`src/rtl/rdc_pkg.sv`:
```
`timescale 1ns/1ps
package rdc_pkg;

   // Life cycle of one buffer entry while its valid bit is set
   typedef enum logic [1:0] {
      ST_ALLOC = 2'd0,   // waiting for first result
      ST_DONE1 = 2'd1,   // first result stored
      ST_REDO  = 2'd2,   // redundant copy sent
      ST_DONE2 = 2'd3    // second result compared, verdict held
   } ent_state_e;

   function automatic int unsigned clog2_min1(input int unsigned n);
      return (n < 2) ? 1 : $clog2(n);
   endfunction

endpackage

```
`src/rtl/rdc_ring_ctrl.sv`:
```
`timescale 1ns/1ps
module rdc_ring_ctrl
   import rdc_pkg::*;
#(
   parameter  int unsigned DEPTH = 8,
   localparam int unsigned IDX_W = clog2_min1(DEPTH),
   localparam int unsigned CNT_W = $clog2(DEPTH + 1)
) (
   input  logic             clk,
   input  logic             rst_n,
   input  logic             push,
   input  logic             pop,
   input  logic             flush,
   output logic [IDX_W-1:0] head,
   output logic [IDX_W-1:0] tail,
   output logic             full,
   output logic             empty
);

   localparam logic [IDX_W-1:0] LAST_IDX = IDX_W'(DEPTH - 1);

   logic [IDX_W-1:0] head_q, tail_q;
   logic [CNT_W-1:0] cnt_q;

   initial begin
      assert (DEPTH >= 2) else $error("rdc_ring_ctrl: DEPTH must be at least 2");
   end

   always_ff @(posedge clk) begin
      if (!rst_n) begin
         head_q <= '0;
         tail_q <= '0;
         cnt_q  <= '0;
      end else if (flush) begin
         tail_q <= head_q;
         cnt_q  <= '0;
      end else begin
         if (push) tail_q <= (tail_q == LAST_IDX) ? '0 : tail_q + 1'b1;
         if (pop)  head_q <= (head_q == LAST_IDX) ? '0 : head_q + 1'b1;
         cnt_q <= cnt_q + CNT_W'(push) - CNT_W'(pop);
      end
   end

   assign head  = head_q;
   assign tail  = tail_q;
   assign full  = (cnt_q == CNT_W'(DEPTH));
   assign empty = (cnt_q == '0);

   AST_NO_OVERFLOW: assert property (@(posedge clk) disable iff (!rst_n)
      full |-> !push);
   AST_FLUSH_EMPTIES: assert property (@(posedge clk) disable iff (!rst_n)
      flush |=> empty);
   AST_HEAD_MOVES: assert property (@(posedge clk) disable iff (!rst_n)
      (pop && !flush) |=> (head != $past(head)));

endmodule

```
`src/rtl/rdc_entry_array.sv`:
```
`timescale 1ns/1ps
module rdc_entry_array
   import rdc_pkg::*;
#(
   parameter  int unsigned DEPTH   = 8,
   parameter  int unsigned PC_W    = 32,
   parameter  int unsigned DATA_W  = 32,
   parameter  int unsigned CLS_W   = 1,
   parameter  int unsigned MIN_GAP = 2,
   localparam int unsigned IDX_W   = clog2_min1(DEPTH),
   localparam int unsigned GAP_W   = clog2_min1(MIN_GAP + 1)
) (
   input  logic              clk,
   input  logic              rst_n,
   input  logic              flush,
   input  logic              push,
   input  logic [IDX_W-1:0]  tail,
   input  logic [PC_W-1:0]   in_pc,
   input  logic [CLS_W-1:0]  in_cls,
   input  logic              in_mem,
   input  logic              wb1_valid,
   input  logic [IDX_W-1:0]  wb1_tag,
   input  logic [DATA_W-1:0] wb1_data,
   input  logic [IDX_W-1:0]  head,
   input  logic              set_redo,
   input  logic              set_done2,
   input  logic              pop,
   output logic              head_valid,
   output ent_state_e        head_state,
   output logic              head_gap_ok,
   output logic [PC_W-1:0]   head_pc,
   output logic [CLS_W-1:0]  head_cls,
   output logic              head_mem,
   output logic [DATA_W-1:0] head_res
);

   logic [DEPTH-1:0]  vld_q;
   ent_state_e        st_q  [DEPTH];
   logic [PC_W-1:0]   pc_q  [DEPTH];
   logic [CLS_W-1:0]  cls_q [DEPTH];
   logic [DEPTH-1:0]  mem_q;
   logic [DATA_W-1:0] res_q [DEPTH];
   logic [DEPTH-1:0]  wb1_hit;
   logic [DEPTH-1:0]  gap_ok;

   initial begin
      assert (PC_W >= 1 && DATA_W >= 1) else $error("rdc_entry_array: widths must be positive");
   end

   // First result accepted only by a live entry still waiting for it
   always_comb begin
      for (int i = 0; i < DEPTH; i++) begin
         wb1_hit[i] = wb1_valid && (wb1_tag == IDX_W'(i)) && vld_q[i] && (st_q[i] == ST_ALLOC);
      end
   end

   always_ff @(posedge clk) begin
      if (!rst_n) begin
         vld_q <= '0;
         for (int i = 0; i < DEPTH; i++) st_q[i] <= ST_ALLOC;
      end else if (flush) begin
         vld_q <= '0;
      end else begin
         for (int i = 0; i < DEPTH; i++) begin
            if (push && (tail == IDX_W'(i))) begin
               vld_q[i] <= 1'b1;
               st_q[i]  <= ST_ALLOC;
            end else begin
               if (pop && (head == IDX_W'(i)))       vld_q[i] <= 1'b0;
               if (wb1_hit[i])                       st_q[i]  <= ST_DONE1;
               if (set_redo && (head == IDX_W'(i)))  st_q[i]  <= ST_REDO;
               if (set_done2 && (head == IDX_W'(i))) st_q[i]  <= ST_DONE2;
            end
         end
      end
   end

   // Payload storage carries no reset: it is read only under a valid bit
   always_ff @(posedge clk) begin
      for (int i = 0; i < DEPTH; i++) begin
         if (push && (tail == IDX_W'(i))) begin
            pc_q[i]  <= in_pc;
            cls_q[i] <= in_cls;
            mem_q[i] <= in_mem;
         end
         if (wb1_hit[i]) res_q[i] <= wb1_data;
      end
   end

   // Stagger between first completion and redundant send
   generate
      if (MIN_GAP == 0) begin : g_no_gap
         assign gap_ok = '1;
      end else begin : g_gap
         logic [GAP_W-1:0] gap_q [DEPTH];
         always_ff @(posedge clk) begin
            if (!rst_n) begin
               for (int i = 0; i < DEPTH; i++) gap_q[i] <= '0;
            end else begin
               for (int i = 0; i < DEPTH; i++) begin
                  if (wb1_hit[i])
                     gap_q[i] <= '0;
                  else if ((st_q[i] == ST_DONE1) && (gap_q[i] != GAP_W'(MIN_GAP)))
                     gap_q[i] <= gap_q[i] + 1'b1;
               end
            end
         end
         always_comb begin
            for (int i = 0; i < DEPTH; i++) gap_ok[i] = (gap_q[i] == GAP_W'(MIN_GAP));
         end
      end
   endgenerate

   assign head_valid  = vld_q[head];
   assign head_state  = st_q[head];
   assign head_gap_ok = gap_ok[head];
   assign head_pc     = pc_q[head];
   assign head_cls    = cls_q[head];
   assign head_mem    = mem_q[head];
   assign head_res    = res_q[head];

   AST_REDO_STAGGER: assert property (@(posedge clk) disable iff (!rst_n)
      set_redo |-> !$past(wb1_valid && (wb1_tag == head)));

endmodule

```
`src/rtl/rdc_redo_unit.sv`:
```
`timescale 1ns/1ps
module rdc_redo_unit
   import rdc_pkg::*;
#(
   parameter  int unsigned NUM_CLS = 2,
   parameter  int unsigned CLS_W   = 1,
   parameter  int unsigned DATA_W  = 32,
   parameter  int unsigned IDX_W   = 3,
   localparam int unsigned PAD_N   = 1 << CLS_W
) (
   input  logic               clk,
   input  logic               rst_n,
   input  logic [IDX_W-1:0]   head,
   input  logic               head_valid,
   input  ent_state_e         head_state,
   input  logic               head_gap_ok,
   input  logic [CLS_W-1:0]   head_cls,
   input  logic [DATA_W-1:0]  head_res,
   input  logic [NUM_CLS-1:0] slot_free,
   input  logic               wb2_valid,
   input  logic [IDX_W-1:0]   wb2_tag,
   input  logic [DATA_W-1:0]  wb2_data,
   output logic               redo_fire,
   output logic               done2_set,
   output logic               retire_go,
   output logic               error_go
);

   logic [PAD_N-1:0] slot_pad;
   logic             match_q;

   initial begin
      assert (NUM_CLS >= 1 && NUM_CLS <= PAD_N) else $error("rdc_redo_unit: class width too small");
   end

   // Classes beyond NUM_CLS never see a free slot
   generate
      if (PAD_N == NUM_CLS) begin : g_exact
         assign slot_pad = slot_free;
      end else begin : g_pad
         assign slot_pad = {{(PAD_N - NUM_CLS){1'b0}}, slot_free};
      end
   endgenerate

   assign redo_fire = head_valid && (head_state == ST_DONE1) && head_gap_ok && slot_pad[head_cls];
   assign done2_set = wb2_valid && head_valid && (head_state == ST_REDO) && (wb2_tag == head);

   always_ff @(posedge clk) begin
      if (!rst_n)         match_q <= 1'b0;
      else if (done2_set) match_q <= (wb2_data == head_res);
   end

   assign retire_go = head_valid && (head_state == ST_DONE2) && match_q;
   assign error_go  = head_valid && (head_state == ST_DONE2) && !match_q;

   AST_ONE_OUTSTANDING: assert property (@(posedge clk) disable iff (!rst_n)
      redo_fire |=> !redo_fire);
   AST_VERDICT_NEXT: assert property (@(posedge clk) disable iff (!rst_n)
      done2_set |=> (retire_go || error_go));

endmodule

```
`src/rtl/rdc_commit_rob.sv`:
```
`timescale 1ns/1ps
module rdc_commit_rob
   import rdc_pkg::*;
#(
   parameter  int unsigned DEPTH   = 8,
   parameter  int unsigned PC_W    = 32,
   parameter  int unsigned DATA_W  = 32,
   parameter  int unsigned NUM_CLS = 2,
   parameter  int unsigned MIN_GAP = 2,
   localparam int unsigned IDX_W   = clog2_min1(DEPTH),
   localparam int unsigned CLS_W   = clog2_min1(NUM_CLS)
) (
   input  logic               clk,
   input  logic               rst_n,
   input  logic               alloc_valid,
   input  logic [PC_W-1:0]    alloc_pc,
   input  logic [CLS_W-1:0]   alloc_cls,
   input  logic               alloc_mem,
   output logic               alloc_ready,
   output logic [IDX_W-1:0]   alloc_tag,
   input  logic               wb1_valid,
   input  logic [IDX_W-1:0]   wb1_tag,
   input  logic [DATA_W-1:0]  wb1_data,
   input  logic [NUM_CLS-1:0] slot_free,
   output logic               rissue_valid,
   output logic [IDX_W-1:0]   rissue_tag,
   output logic [PC_W-1:0]    rissue_pc,
   output logic [CLS_W-1:0]   rissue_cls,
   output logic               rissue_addr_only,
   input  logic               wb2_valid,
   input  logic [IDX_W-1:0]   wb2_tag,
   input  logic [DATA_W-1:0]  wb2_data,
   output logic               retire_valid,
   output logic [IDX_W-1:0]   retire_tag,
   output logic [PC_W-1:0]    retire_pc,
   output logic [DATA_W-1:0]  retire_data,
   output logic               err_detect,
   output logic               flush,
   output logic [PC_W-1:0]    restart_pc
);

   logic [IDX_W-1:0]  head, tail;
   logic              full, empty;
   logic              push, pop;
   logic              head_valid, head_gap_ok, head_mem;
   ent_state_e        head_state;
   logic [PC_W-1:0]   head_pc;
   logic [CLS_W-1:0]  head_cls;
   logic [DATA_W-1:0] head_res;
   logic              redo_fire, done2_set, retire_go, error_go;

   assign alloc_ready = !full && !error_go;
   assign push        = alloc_valid && alloc_ready;
   assign pop         = retire_go;

   rdc_ring_ctrl #(.DEPTH(DEPTH)) u_ring (
      .clk   (clk),
      .rst_n (rst_n),
      .push  (push),
      .pop   (pop),
      .flush (error_go),
      .head  (head),
      .tail  (tail),
      .full  (full),
      .empty (empty)
   );

   rdc_entry_array #(
      .DEPTH   (DEPTH),
      .PC_W    (PC_W),
      .DATA_W  (DATA_W),
      .CLS_W   (CLS_W),
      .MIN_GAP (MIN_GAP)
   ) u_entries (
      .clk         (clk),
      .rst_n       (rst_n),
      .flush       (error_go),
      .push        (push),
      .tail        (tail),
      .in_pc       (alloc_pc),
      .in_cls      (alloc_cls),
      .in_mem      (alloc_mem),
      .wb1_valid   (wb1_valid),
      .wb1_tag     (wb1_tag),
      .wb1_data    (wb1_data),
      .head        (head),
      .set_redo    (redo_fire),
      .set_done2   (done2_set),
      .pop         (pop),
      .head_valid  (head_valid),
      .head_state  (head_state),
      .head_gap_ok (head_gap_ok),
      .head_pc     (head_pc),
      .head_cls    (head_cls),
      .head_mem    (head_mem),
      .head_res    (head_res)
   );

   rdc_redo_unit #(
      .NUM_CLS (NUM_CLS),
      .CLS_W   (CLS_W),
      .DATA_W  (DATA_W),
      .IDX_W   (IDX_W)
   ) u_redo (
      .clk         (clk),
      .rst_n       (rst_n),
      .head        (head),
      .head_valid  (head_valid),
      .head_state  (head_state),
      .head_gap_ok (head_gap_ok),
      .head_cls    (head_cls),
      .head_res    (head_res),
      .slot_free   (slot_free),
      .wb2_valid   (wb2_valid),
      .wb2_tag     (wb2_tag),
      .wb2_data    (wb2_data),
      .redo_fire   (redo_fire),
      .done2_set   (done2_set),
      .retire_go   (retire_go),
      .error_go    (error_go)
   );

   assign alloc_tag        = tail;
   assign rissue_valid     = redo_fire;
   assign rissue_tag       = head;
   assign rissue_pc        = head_pc;
   assign rissue_cls       = head_cls;
   assign rissue_addr_only = head_mem;
   assign retire_valid     = retire_go;
   assign retire_tag       = head;
   assign retire_pc        = head_pc;
   assign retire_data      = head_res;
   assign err_detect       = error_go;
   assign flush            = error_go;
   assign restart_pc       = head_pc;

   AST_SLOT_RESPECTED: assert property (@(posedge clk) disable iff (!rst_n)
      rissue_valid |-> ((32'(rissue_cls) < NUM_CLS) && slot_free[rissue_cls]));
   AST_NO_RETIRE_ON_ERR: assert property (@(posedge clk) disable iff (!rst_n)
      flush |-> !retire_valid);
   AST_EMPTY_QUIET: assert property (@(posedge clk) disable iff (!rst_n)
      empty |-> !(rissue_valid || retire_valid || flush));

endmodule

```
`config.mk`:
```
export PLATFORM = sky130hd
export DESIGN_NAME = rdc_commit_rob
export DESIGN_NICKNAME = d
export VERILOG_FILES = /design/src/rtl/rdc_pkg.sv /design/src/rtl/rdc_ring_ctrl.sv /design/src/rtl/rdc_entry_array.sv /design/src/rtl/rdc_redo_unit.sv /design/src/rtl/rdc_commit_rob.sv
export SDC_FILE = /design/constraint.sdc
export NUM_CORES = 1
export LEC_CHECK = 0
export BUFFER_PORTS_ARGS = -buffer_cell sky130_fd_sc_hd__buf_4
export CAP_MARGIN = 40
export CORE_UTILIZATION = 59
export DETAILED_ROUTE_END_ITERATION = 12
export HOLD_SLACK_MARGIN = 0.08
export PLACE_DENSITY = 0.8
export REMOVE_ABC_BUFFERS = 1
export SYNTH_ARGS = -nofsm -noshare
export SYNTH_HDL_FRONTEND = slang
export SYNTH_SLANG_ARGS = --single-unit
```
`constraint.sdc`:
```
create_clock -name clk -period 6.8 [get_ports clk]
set_input_delay 1.7 -clock clk [delete_from_list [all_inputs] [get_ports clk]]
set_output_delay 1.7 -clock clk [all_outputs]
set_load 0.02 [all_outputs]
```
# Word level (Yosys, flattened, before mapping)
# Memory sizes are Yosys's and may differ from the RTL's. A register that Yosys moved wholly into a read port is not among the register bits.
# Cells that the tools add are included.
# Widths: inputs -> output; s select.
[totals]
mem_bits_rw = 552
mem_count = 5
out_inout_bits = 144
regBits = 27
[mem_list]
columns = ["name", "depth", "word_bits", "read_ports", "rd_ports_with_merged_regs", "write_ports", "line_no", "rtl"]
rows = [
  ["u_entries.pc_q", 8, 32, 1, 1, 1, "rdc_entry_array.sv:39", "logic [PC_W-1:0] pc_q [DEPTH];"],
  ["u_entries.res_q", 8, 32, 1, 1, 1, "rdc_entry_array.sv:42", "logic [DATA_W-1:0] res_q [DEPTH];"],
  ["u_entries.g_gap.gap_q", 8, 2, 8, 0, 8, "rdc_entry_array.sv:95", "logic [GAP_W-1:0] gap_q [DEPTH];"],
  ["u_entries.st_q", 8, 2, 9, 1, 8, "rdc_entry_array.sv:38", "ent_state_e st_q [DEPTH];"],
  ["u_entries.cls_q", 8, 1, 1, 1, 1, "rdc_entry_array.sv:40", "logic [CLS_W-1:0] cls_q [DEPTH];"],
]
[op_classes]
addsub = 12
n_mux = 364
bitwise_logic = 50
n_eq_ne = 51
n_reduce_logical = 121
n_lt_le_gt_ge = 2
[ops]
columns = ["cell", "count"]
rows = [
  ["$mux 32", 14],
  ["$reduce_or 32->1", 14],
  ["$mux 1", 266],
  ["$mux 3", 33],
  ["$mux 2", 48],
  ["$logic_and 1x1->1", 75],
  ["$or 1x1->1", 48],
  ["$eq 3x3->1 const B", 12],
  ["$eq 32x32->1", 1],
  ["$eq 2x2->1 const B", 10],
  ["$eq 2x1->1 const B", 9],
  ["$eq 3x2->1 const B", 6],
  ["$reduce_bool 2->1", 9],
  ["$add 2x1->2 const B", 8],
  ["$logic_not 2->1", 8],
  ["$ne 2x2->1 const B", 8],
  ["$bmux 1 s3", 3],
  ["$eq 3x1->1 const B", 3],
  ["$logic_not 3->1", 3],
  ["$reduce_or 1->1", 7],
  ["$add 3x1->3 const B", 2],
  ["$add 4x1->4", 1],
  ["$eq 4x4->1 const B", 1],
  ["$lt 3x4->1 const B", 1],
  ["other kinds (7)", 10],
]

# Logic depth before layout (Yosys ltp)
[logic_depth]
depth_word = 18
depth_mapped = 12
depth_no_buf = 11

# Modules after synthesis
# A second synthesis with hierarchy kept.
[unflattened]
hier_cells = 1211
hier_area_um2 = 23978.0
[modules_own_cells]
columns = ["mod", "n_inst", "cells_each", "area_per_inst_um2", "seq_area_each_um2"]
rows = [
  ["rdc_entry_array", 1, 1022, 22375.2, 16976.3],
  ["rdc_ring_ctrl", 1, 61, 588.1, 200.2],
  ["rdc_commit_rob", 1, 70, 526.8, 0.0],
  ["rdc_redo_unit", 1, 58, 488.0, 20.0],
]

# Least setup slack after synthesis
# Ideal clock, no wire load.
[synth_timing]
path_kind = "input -> register"
from = "in wb1_tag[1]"
to = "mem u_entries.st_q[4][0] in the netlist's numbering, enable pin"
path_stages = 4
setup_ns = 0.316
arrival_ns = 5.759
n_path_buf = 0
path_slack_ns = 0.725
path_cell_list = "nor3_1 > nor4bb_1 > nand2_1 > o2111ai_2"
[synth_rtl]
columns = ["item", "line_no", "rtl"]
rows = [
  ["from (decl)", "rdc_commit_rob.sv:22", "input logic [IDX_W-1:0] wb1_tag,"],
  ["to (decl)", "rdc_entry_array.sv:38", ""],
]

==> flow_summary_export.csv <==
group,metric,value,unit
status,status,"completed",
setup_path,crit_path_start_kind,"register",
setup_path,critical_path_class,"reg2out",
finish,multi_input_area,6051,sq um
setup_path,reg2reg_from,"u_ring.head[0]",
finish,fillers,2439,
yosys,ys_ff_latch,582,
setup_path,cp.required,5.10,ns
finish,fin_nets,1673,
cts,h-tree-depth,2,
finish,register_area,17270,sq um
pwr,p_per_area,279.0,nW/um^2
placed_design,portBuffers,254,
floorplanning,core_area,40100,sq um
yosys,netlist_instances,1315,
flow_run,drv_cap,0,
timing,finalCriticalPeriod,5.143,ns
cts,post-cts-setup-buffer-count,0,
floorplanning,dieHeight,204.7,um
yosys,ys_seq_area_share,71.18,%
timing,worst_slew_pin_slew,0.8773,ns
grt,grt_overflow,0,
floorplanning,num_rows,73,
placed_design,hpwl,29.92,mm
finish,n_antenna_cell,0,
setup_path,r2r_end,"u_entries.pc_q[5][30]",
pwr,power.total,7899,uW
cts,path_clk_slew,0.06,ns
grt,track_usage,24.41,%
cts,cts_buffer_depth,3,
pwr,p_leak,0.009516,uW
timing,fin_crit_sh,75.64,%
yosys,synth_cell_type_count,54,
finish,drive_above_1_share,33.71,%
drt,drt-total-wl,49.78,mm
yosys,yosys-top-cells-area,"edfxtp_1 69%, mux4_2 9.9%, mux2i_1 5.3%, buf_4 2.1%, dfxtp_1 1.8%",
yosys,synth_largest_area_cell,"edfxtp_1",
grt,antenna_found_initial,1,
finish,final_cell_mix,"560 x edfxtp_1, 276 x buf_4, 128 x mux2i_1",
timing,final-setup-viol-count,0,
cts,clk_latency,0.60,ns
pwr,max-vdd-ir-drop,0.2728,mV
cts,cts_tree,"done",
cts,tritoncts_num_sinks,582,
drt,drtIter0Drc,961,
worst_hold_path,hold_start,"u_entries.vld_q[7]",
floorplanning,initial_core_util,60.46,%
yosys,synthArstFlopShare,0,%
worst_hold_path,hold_class,"reg2reg",
placed_design,gp_congestion,0.9017,
setup_path,cp.arrival,3.44,ns
setup_path,cp-end-kind,"primary output",
timing,hold_viol,0,
drt,vias,12500,
timing,slew_headroom,41.51,%
grt,grt_pass1_vias,12940,
yosys,synth_edf_count,560,
setup_path,crit_fanout,30,
drt,ant_nets,0,
setup_path,rrSetupSlack,2.40,ns
timing,max_freq,194.4,MHz
timing,hold_slack,0.5084,ns
worst_hold_path,whs_endpoint,"u_entries.vld_q[7]",
grt,grt_max_degree,68,
yosys,syn_area_per_cell,18.44,sq um
yosys,synthFlopType,"edfxtp_1",
yosys,synth_top_area_share,69.36,%
drt,drcViolationCount,0,
timing,rsz0062_at_grt,"no",
drt,first_pass_iters,5,
floorplanning,pin_count,255,
cts,cts_resized,0,
floorplanning,dieWidth,204.7,um
yosys,yosys_warnings,0,
finish,final_common_cell,"edfxtp_1",
finish,syn_to_final_growth,16.77,%
drt,avgViaCountPerCell,5.927,
cts,cts_hold_buf,0,
timing,skew,0.01505,ns
drt,wl_per_cell,23.61,um
cts,cts_buffers,56,
yosys,netlist_area,24240,sq um
cts,cts-root-buf,"clkbuf_16",
setup_path,rr_worst_depth,8,
timing,slew_viol_final,0,
grt,grt_pass1_wl,75.28,mm
floorplanning,die_area,41910,sq um
worst_hold_path,whs_path_depth,2,
critical path, cell delays in order (launching register included):
cell and delay (ns):
dfxtp_4 0.63, buf_12 0.29, mux4_2 0.57, mux2i_4 0.24
or4b_4 0.54, nor2_2 0.34, buf_4 0.21
cells in the mapped netlist, drive strengths merged (22+ instances only):
cell,n
edfxtp,560
mux2i,130
mux4,107
buf,99
inv,63
nor2,47
mux2,34
xnor2,31
nand2,27
ha,25
clkbuf,22
dfxtp,22
metal layers:
layer / part of all wire (%) / global-route usage [%]
met4: 2.6 / 7.889
met3: 8.0 / 5.679
met1: 39 / 30.78
met5: 0.026 / 0
met2: 51 / 41.83
sequential cells by signal (all words and copies together), names as in the netlist, 3 cells and up, named ones only:
name,flops
u_entries.pc_q,256
u_entries.res_q,256
u_entries.g_gap.gap_q,16
u_entries.st_q,16
u_entries.cls_q,8
u_entries.mem_q,8
u_entries.vld_q,8
u_ring.cnt_q,4
u_ring.head,3
u_ring.tail,3
logic make-up (layout without fill, tap and decap cells):
logic type      after synthesis  after routing  share of synthesized area, %
fa+ha+maj                    26             26                         1.373
mux                         271            271                         16.95
simple gates                148            148                         3.097
compound gates               69             69                         2.085
buf+inv                     185            454                         4.087
xor+xnor                     34             34                         1.228
flops                       582            582                         71.18
final cells by class:
type / instances / share of cell area (%)
Clock buffer: 66 / 5.158
Inverter: 64 / 0.8485
Timing Repair Buffer: 284 / 7.871
Tap cell: 525 / 2.320
Sequential cell: 582 / 60.99
Clock inverter: 40 / 1.436
Multi-Input combinational cell: 548 / 21.37
through the flow:
stage | setup TNS [ns] | instance area (sq um) | util (%) | instances | worst slack, ns
finish | 0 | 28310 | 70.61 | 2109 | 1.657
detailed placement | 0 | 26440 | 65.95 | 2003 | 2.289
global route | 0 | 28310 | 70.61 | 2109 | 1.497
global placement | 0 | 26310 | 65.61 | 1996 | 2.210
floorplan | -630.98 | 23490 | - | 1194 | -2.604
CTS | 0 | 28310 | 70.61 | 2109 | 1.625
power by group:
| part | leakage (uW) | switching [uW] | internal, uW |
|---|---|---|---|
| Sequential | 0.00528 | 37.2 | 4040 |
| Clock | 0.000922 | 1310 | 1840 |
| Combinational | 0.00331 | 390 | 279 |
| Total | 0.00952 | 1740 | 6160 |
worst max path at each step:
stage                               to  slack (ns)  depth (start not counted)
after floorplan            alloc_ready       -2.60                          4
after global placement    rissue_valid        2.21                          5
after detailed placement  rissue_valid        2.29                          6
after CTS                 rissue_valid        1.62                          6
after global routing      rissue_valid        1.50                          6
final                     rissue_valid        1.66                          6
(Power assumes the default switching activity.)
